--- config.mk ---
export PLATFORM = sky130hd
export DESIGN_NAME = vecaddr_gen
export DESIGN_NICKNAME = d
export VERILOG_FILES = /design/src/rtl/vecaddr_pkg.sv /design/src/rtl/vecaddr_dp.sv /design/src/rtl/vecaddr_ctrl.sv /design/src/rtl/vecaddr_gen.sv
export SDC_FILE = /design/constraint.sdc
export NUM_CORES = 1
export LEC_CHECK = 0
export BUFFER_PORTS_ARGS = -buffer_cell sky130_fd_sc_hd__buf_2
export CAP_MARGIN = 20
export CORE_MARGIN = 2
export CORE_UTILIZATION = 53
export CTS_CLUSTER_DIAMETER = 30
export CTS_CLUSTER_SIZE = 25
export DETAILED_ROUTE_END_ITERATION = 8
export PLACE_DENSITY = 0.9
export SKIP_CTS_REPAIR_TIMING = 1
export SLEW_MARGIN = 20
export SYNTH_ARGS = -nofsm -noshare
export SYNTH_HDL_FRONTEND = slang
export SYNTH_HIERARCHICAL = 1
export SYNTH_SLANG_ARGS = --single-unit
--- constraint.sdc ---
create_clock -name clk -period 3.7 [get_ports clk]
set_input_delay 0.555 -clock clk [delete_from_list [all_inputs] [get_ports clk]]
set_output_delay 0.555 -clock clk [all_outputs]
set_load 0.03 [all_outputs]
--- src/rtl/vecaddr_pkg.sv ---
package vecaddr_pkg;

  typedef struct packed {
    logic load;
    logic advance;
  } ctrlStrobe_t;

  typedef enum logic [1:0] {
    ST_IDLE  = 2'd0,
    ST_ISSUE = 2'd1,
    ST_DONE  = 2'd2
  } genState_t;

endpackage

--- src/rtl/vecaddr_dp.sv ---
module vecaddr_dp
  import vecaddr_pkg::*;
#(
  parameter int MB_W       = 7,
  parameter int SUB_W      = 2,
  parameter int PIX_W      = 2,
  parameter int BANK_W     = 3,
  parameter int ROW_W      = 13,
  parameter int COL_W      = 10,
  parameter bit INTERLEAVE = 1'b1,
  localparam int CRD_W     = MB_W + SUB_W + PIX_W,
  localparam int SB_W      = MB_W + SUB_W,
  localparam int BUSCOL_W  = COL_W - 2
) (
  input  logic                clk,
  input  logic                rstN,
  input  ctrlStrobe_t         strobe,
  input  logic [CRD_W-1:0]    pixX,
  input  logic [CRD_W-1:0]    pixY,
  input  logic [1:0]          fracX,
  input  logic [1:0]          fracY,
  input  logic [ROW_W-1:0]    baseRow,
  output logic [BANK_W-1:0]   cmdBank,
  output logic [ROW_W-1:0]    cmdRow,
  output logic [BUSCOL_W-1:0] cmdCol,
  output logic [1:0]          cmdBurst,
  output logic [PIX_W:0]      selX,
  output logic [PIX_W-1:0]    selY,
  output logic                lastRow
);

  // window shape from the fractional bits
  logic isInt, isHalfH, isHalfV, extX, extY;
  always_comb begin
    isInt   = (fracX == 2'd0) && (fracY == 2'd0);
    isHalfH = (fracX == 2'd2) && (fracY == 2'd0);
    isHalfV = (fracX == 2'd0) && (fracY == 2'd2);
    extX    = !isInt && !isHalfV;
    extY    = !isInt && !isHalfH;
  end

  // window corners in pixels
  logic [CRD_W-1:0] xStart, xEnd, yStart, yEnd;
  always_comb begin
    if (extX) begin
      xStart = (pixX < CRD_W'(2)) ? '0 : pixX - CRD_W'(2);
      xEnd   = pixX + CRD_W'(6);
    end else begin
      xStart = pixX;
      xEnd   = pixX + CRD_W'(3);
    end
    if (extY) begin
      yStart = (pixY < CRD_W'(2)) ? '0 : pixY - CRD_W'(2);
      yEnd   = pixY + CRD_W'(6);
    end else begin
      yStart = pixY;
      yEnd   = pixY + CRD_W'(3);
    end
  end

  // sub-block indices and fetch geometry
  logic [SB_W-1:0]     sbColFirst, sbColLast, sbRowFirst, sbRowLast;
  logic [BUSCOL_W-1:0] pairFirst, pairLast;
  logic [1:0]          rowCntNext;
  always_comb begin
    sbColFirst = SB_W'(xStart >> PIX_W);
    sbColLast  = SB_W'(xEnd >> PIX_W);
    sbRowFirst = SB_W'(yStart >> PIX_W);
    sbRowLast  = SB_W'(yEnd >> PIX_W);
    pairFirst  = BUSCOL_W'(sbColFirst >> 1);
    pairLast   = BUSCOL_W'(sbColLast >> 1);
    rowCntNext = 2'(sbRowLast - sbRowFirst) + 2'd1;
  end

  // request latch
  logic [SB_W-1:0]     rowFirstQ;
  logic [1:0]          rowCntQ, rowIdxQ, burstQ;
  logic [BUSCOL_W-1:0] colQ;
  logic [ROW_W-1:0]    baseQ;
  logic [PIX_W:0]      selXQ;
  logic [PIX_W-1:0]    selYQ;

  always_ff @(posedge clk) begin
    if (!rstN) begin
      rowFirstQ <= '0;
      rowCntQ   <= 2'd1;
      rowIdxQ   <= '0;
      burstQ    <= 2'd1;
      colQ      <= '0;
      baseQ     <= '0;
      selXQ     <= '0;
      selYQ     <= '0;
    end else if (strobe.load) begin
      rowFirstQ <= sbRowFirst;
      rowCntQ   <= rowCntNext;
      rowIdxQ   <= '0;
      burstQ    <= (pairFirst == pairLast) ? 2'd1 : 2'd2;
      colQ      <= pairFirst;
      baseQ     <= baseRow;
      selXQ     <= xStart[PIX_W:0];
      selYQ     <= yStart[PIX_W-1:0];
    end else if (strobe.advance) begin
      rowIdxQ   <= rowIdxQ + 2'd1;
    end
  end

  logic [SB_W-1:0] curSbRow;
  assign curSbRow = rowFirstQ + SB_W'(rowIdxQ);

  generate
    if (INTERLEAVE) begin : g_interleave
      assign cmdBank = curSbRow[BANK_W-1:0];
      assign cmdRow  = baseQ + ROW_W'(curSbRow >> BANK_W);
    end else begin : g_linear
      assign cmdBank = '0;
      assign cmdRow  = baseQ + ROW_W'(curSbRow);
    end
  endgenerate

  assign cmdCol   = colQ;
  assign cmdBurst = burstQ;
  assign selX     = selXQ;
  assign selY     = selYQ;
  assign lastRow  = (rowIdxQ == rowCntQ - 2'd1);

endmodule

--- src/rtl/vecaddr_ctrl.sv ---
module vecaddr_ctrl
  import vecaddr_pkg::*;
(
  input  logic        clk,
  input  logic        rstN,
  input  logic        start,
  input  logic        lastRow,
  output ctrlStrobe_t strobe,
  output logic        cmdValid,
  output logic        done,
  output logic        busy
);

  genState_t state, stateNext;

  always_comb begin
    stateNext      = state;
    strobe.load    = 1'b0;
    strobe.advance = 1'b0;
    unique case (state)
      ST_IDLE: begin
        if (start) begin
          strobe.load = 1'b1;
          stateNext   = ST_ISSUE;
        end
      end
      ST_ISSUE: begin
        if (lastRow) stateNext = ST_DONE;
        else         strobe.advance = 1'b1;
      end
      ST_DONE:  stateNext = ST_IDLE;
      default:  stateNext = ST_IDLE;
    endcase
  end

  always_ff @(posedge clk) begin
    if (!rstN) state <= ST_IDLE;
    else       state <= stateNext;
  end

  assign cmdValid = (state == ST_ISSUE);
  assign done     = (state == ST_DONE);
  assign busy     = (state != ST_IDLE);

endmodule

--- src/rtl/vecaddr_gen.sv ---
module vecaddr_gen
  import vecaddr_pkg::*;
#(
  parameter int MB_W       = 7,
  parameter int SUB_W      = 2,
  parameter int PIX_W      = 2,
  parameter int BANK_W     = 3,
  parameter int ROW_W      = 13,
  parameter int COL_W      = 10,
  parameter bit INTERLEAVE = 1'b1,
  localparam int CRD_W     = MB_W + SUB_W + PIX_W,
  localparam int BUSCOL_W  = COL_W - 2
) (
  input  logic                clk,
  input  logic                rstN,
  input  logic                start,
  input  logic [CRD_W-1:0]    pixX,
  input  logic [CRD_W-1:0]    pixY,
  input  logic [1:0]          fracX,
  input  logic [1:0]          fracY,
  input  logic [ROW_W-1:0]    baseRow,
  output logic                cmdValid,
  output logic [BANK_W-1:0]   cmdBank,
  output logic [ROW_W-1:0]    cmdRow,
  output logic [BUSCOL_W-1:0] cmdCol,
  output logic [1:0]          cmdBurst,
  output logic [PIX_W:0]      selX,
  output logic [PIX_W-1:0]    selY,
  output logic                done,
  output logic                busy
);

  ctrlStrobe_t strobe;
  logic        lastRow;

  vecaddr_ctrl i_ctrl (
    .clk      (clk),
    .rstN     (rstN),
    .start    (start),
    .lastRow  (lastRow),
    .strobe   (strobe),
    .cmdValid (cmdValid),
    .done     (done),
    .busy     (busy)
  );

  vecaddr_dp #(
    .MB_W       (MB_W),
    .SUB_W      (SUB_W),
    .PIX_W      (PIX_W),
    .BANK_W     (BANK_W),
    .ROW_W      (ROW_W),
    .COL_W      (COL_W),
    .INTERLEAVE (INTERLEAVE)
  ) i_dp (
    .clk      (clk),
    .rstN     (rstN),
    .strobe   (strobe),
    .pixX     (pixX),
    .pixY     (pixY),
    .fracX    (fracX),
    .fracY    (fracY),
    .baseRow  (baseRow),
    .cmdBank  (cmdBank),
    .cmdRow   (cmdRow),
    .cmdCol   (cmdCol),
    .cmdBurst (cmdBurst),
    .selX     (selX),
    .selY     (selY),
    .lastRow  (lastRow)
  );

endmodule

==> results.toml <==
[yosys]
synth_nets = 394
netlist.top_cell.by_area = "dfxtp_1"
synth.distinct_cells = 47
ys.flop_type = "dfxtp_1"
seq_area_frac_synth = 0.316
avgSynthCellArea_um2 = 8.12
ys_warn_count = 6
synth_top_area_frac = 0.316
syn_area_um2 = 2720
synth.area.top_cells = "dfxtp_1, ha_1, mux2i_1, o21ai_0, xnor2_1"
ys_async_sr_fraction = 0
synth-edff-count = 0
ys_seq_elements = 43
synth_cells = 335

[sta]
setup_viol = 2
timing.final.crit_share = 1.01
finClkSkew_ns = 0.00947
hold_violations = 0
clock.fmax_mhz = 269
slew_violations = 0
setup_ws_ns = -0.0221
rsz0062_at_grt = "true"
finalCriticalPeriod_ns = 3.72
maxSlewHeadroom = 0.503
worst_pin_slew_ns = 0.739

[global_routing]
grt_pass1_wl_um = 10200
grt_max_degree = 35
grt_pass1_vias = 2439
antenna_found_initial = 0
gr-total-overflow = 0
grtUsageTotal = 0.230

[setup_path]
arrival_ns = 3.17
cp-startpoint = "i_dp/rowIdxQ[0]$_SDFFE_PP0P_"
worstReg2RegStart = "i_ctrl/state[1]$_SDFFE_PN0P_"
cp-end-kind = "output pin"
critPathLaunchType = "flop"
crit_required_ns = 3.14
crit_fanout = 5
crit_type = "reg -> out"

[power]
power_frac_seq = 0.408
p_comb_frac = 0.303
p_switching_mw = 0.439
p_int_mw = 0.877
ir_worst_vdd_v = 0.000262
power.density_nw_per_um2 = 381
sw_frac_of_total = 0.334
clock_power_share = 0.289
p_leak_nw = 1.52

[route]
wirelength_um = 6970
final_antenna_net_count = 0
drt_iter0_drc = 134
vias_per_cell = 5.71
dr.pass1.iters = 4
drcViolationCount = 0
post_drt_wl_per_cell_um = 14.3
vias = 2783

[cells_and_area]
antenna_cells = 0
syn2layout_area_growth_pct = 27.0
postLayoutCellArea_um2 = 3460
stdcell_count = 487
drive_gt1_frac = 0.283
num-nets-final = 475

[die]
dieArea_um2 = 5720
dieWidth_um = 75.7
placement_rows = 26
io_pins = 76
fp.dieH_um = 75.7
start_util = 0.540
core_area_um2 = 5040

[placed_design]
placed_cell_area_um2 = 3150
placedCellCount = 470
dp_hpwl_um = 4780
gp_congestion = 0.857
portBuffers = 75

[status]
outcome = "finished, violations left"
violations = "setup timing"

[clocking]
numClockSinks = 43
numCtsBuffers = 5
htreeDepth = 2
clock-root-buffer = "clkbuf_8"
tritoncts = "built"
clock_path_buffers = 2
clk_latency_ns = 0.30
cts.reportedPaths.clkPinSlew_ns = 0.08

[min_path]
hold_path.startpoint = "i_dp/cmdCol[5]$_SDFFE_PN0P_"
hp-class = "reg -> reg"

[job]
maxCapViolations = 0
## critical path: stages (launching register included)
cell	delay [ns]
dfxtp_4	0.39
ha_4	0.13
inv_2	0.03
fa_2	0.33
nand3b_1	0.20
buf_4	0.16
xnor2_2	0.14
inv_1	0.07
fa_2	0.21
nor2b_2	0.05
o31a_1	0.34
buf_4	0.17
or4_4	0.41
nand3_2	0.08
buf_6	0.13
## per-layer routing
layer | share of wire | routed length [um] | global-route usage | up-vias
met5 | 0 | 0 | 0 | -
li1 | - | - | - | 1362
met3 | 0.058 | 401 | 0.0450 | 14
met2 | 0.52 | 3610 | 0.425 | 104
met4 | 0.021 | 149 | 0.0819 | 0
met1 | 0.40 | 2810 | 0.261 | 1303
## final timing paths
path / slack, ns / endpoint / cells after the start
max reg2reg: 1.66 / i_dp/rowFirstQ[2]$_SDFFE_PN0P_ / 6
max: -0.02 / cmdRow[6] / 14
min reg2reg: 0.45 / i_dp/cmdCol[5]$_SDFFE_PN0P_ / 2
min: 0.45 / i_dp/cmdCol[5]$_SDFFE_PN0P_ / 2
## cell usage after synthesis (5+ instances only)
library cell,count
nand2_1,27
o21ai_0,30
a21oi_1,19
inv_1,19
a311oi_1,5
dfxtp_1,43
nand3_1,16
xor2_1,13
clkbuf_1,10
nor3_1,11
mux2i_1,15
nor3b_1,6
nor2_1,29
xnor2_1,15
ha_1,15
## cells in the final DEF, fill, tap and decap left out, drive strengths merged, types with 6 or more instances in the layout
master / n
a21oi: 19
buf: 86
clkbuf: 6
dfxtp: 43
ha: 15
inv: 19
mux2i: 15
nand2: 27
nand3: 16
nor2: 30
nor3: 11
nor3b: 6
o21ai: 30
xnor2: 15
xor2: 13
## through the flow
stage               total power, mW   util  hold WS [ns]  TNS [ns]  setup slack (ns)
floorplan                     0.793      -         0.456         0             0.208
global placement              0.897  0.625         0.432         0             0.207
detailed placement            0.907  0.625         0.439         0            0.0855
CTS                            1.29  0.648         0.460     -1.09            -0.264
global route                   1.38  0.686         0.494    -0.489            -0.134
finish                         1.32  0.686         0.452   -0.0250           -0.0221
## state kept, by name, indices dropped and copies added, names as in the netlist
name,flops
i_dp/baseQ,13
i_dp/rowFirstQ,9
i_dp/cmdCol,8
i_dp/selX,3
i_ctrl/state,2
i_dp/cmdBurst,2
i_dp/rowCntQ,2
i_dp/rowIdxQ,2
i_dp/selY,2
## cell families (layout without fill, tap and decap cells)
family / Yosys count / after routing / synth area share
AOI/OAI and AO/OA: 74 / 74 / 0.164
xor gates and xnor gates: 28 / 28 / 0.0901
adders and majority gates: 17 / 17 / 0.0837
buffers and inverters: 32 / 114 / 0.0451
DFF: 43 / 43 / 0.316
muxes: 15 / 15 / 0.0552
and+or+nand+nor: 126 / 126 / 0.246
## power by group through the flow
stage / sequential [mW] / combinational [mW] / clock (mW)
floorplan: 0.567 / 0.226 / 0
global placement: 0.542 / 0.356 / 0
detailed placement: 0.544 / 0.363 / 0
CTS: 0.534 / 0.365 / 0.389
global route: 0.542 / 0.431 / 0.406
finish: 0.537 / 0.399 / 0.380
## area by class of cell
type | count | area (um2)
Multi-Input combinational cell | 260 | 1830
Fill cell | 417 | 1590
Sequential cell | 43 | 866
Timing Repair Buffer | 86 | 482
Tap cell | 70 | 87.6
Clock buffer | 6 | 82.6
Inverter | 20 | 75.1
Clock inverter | 2 | 35.0
Power figures use the tool's default switching activity.
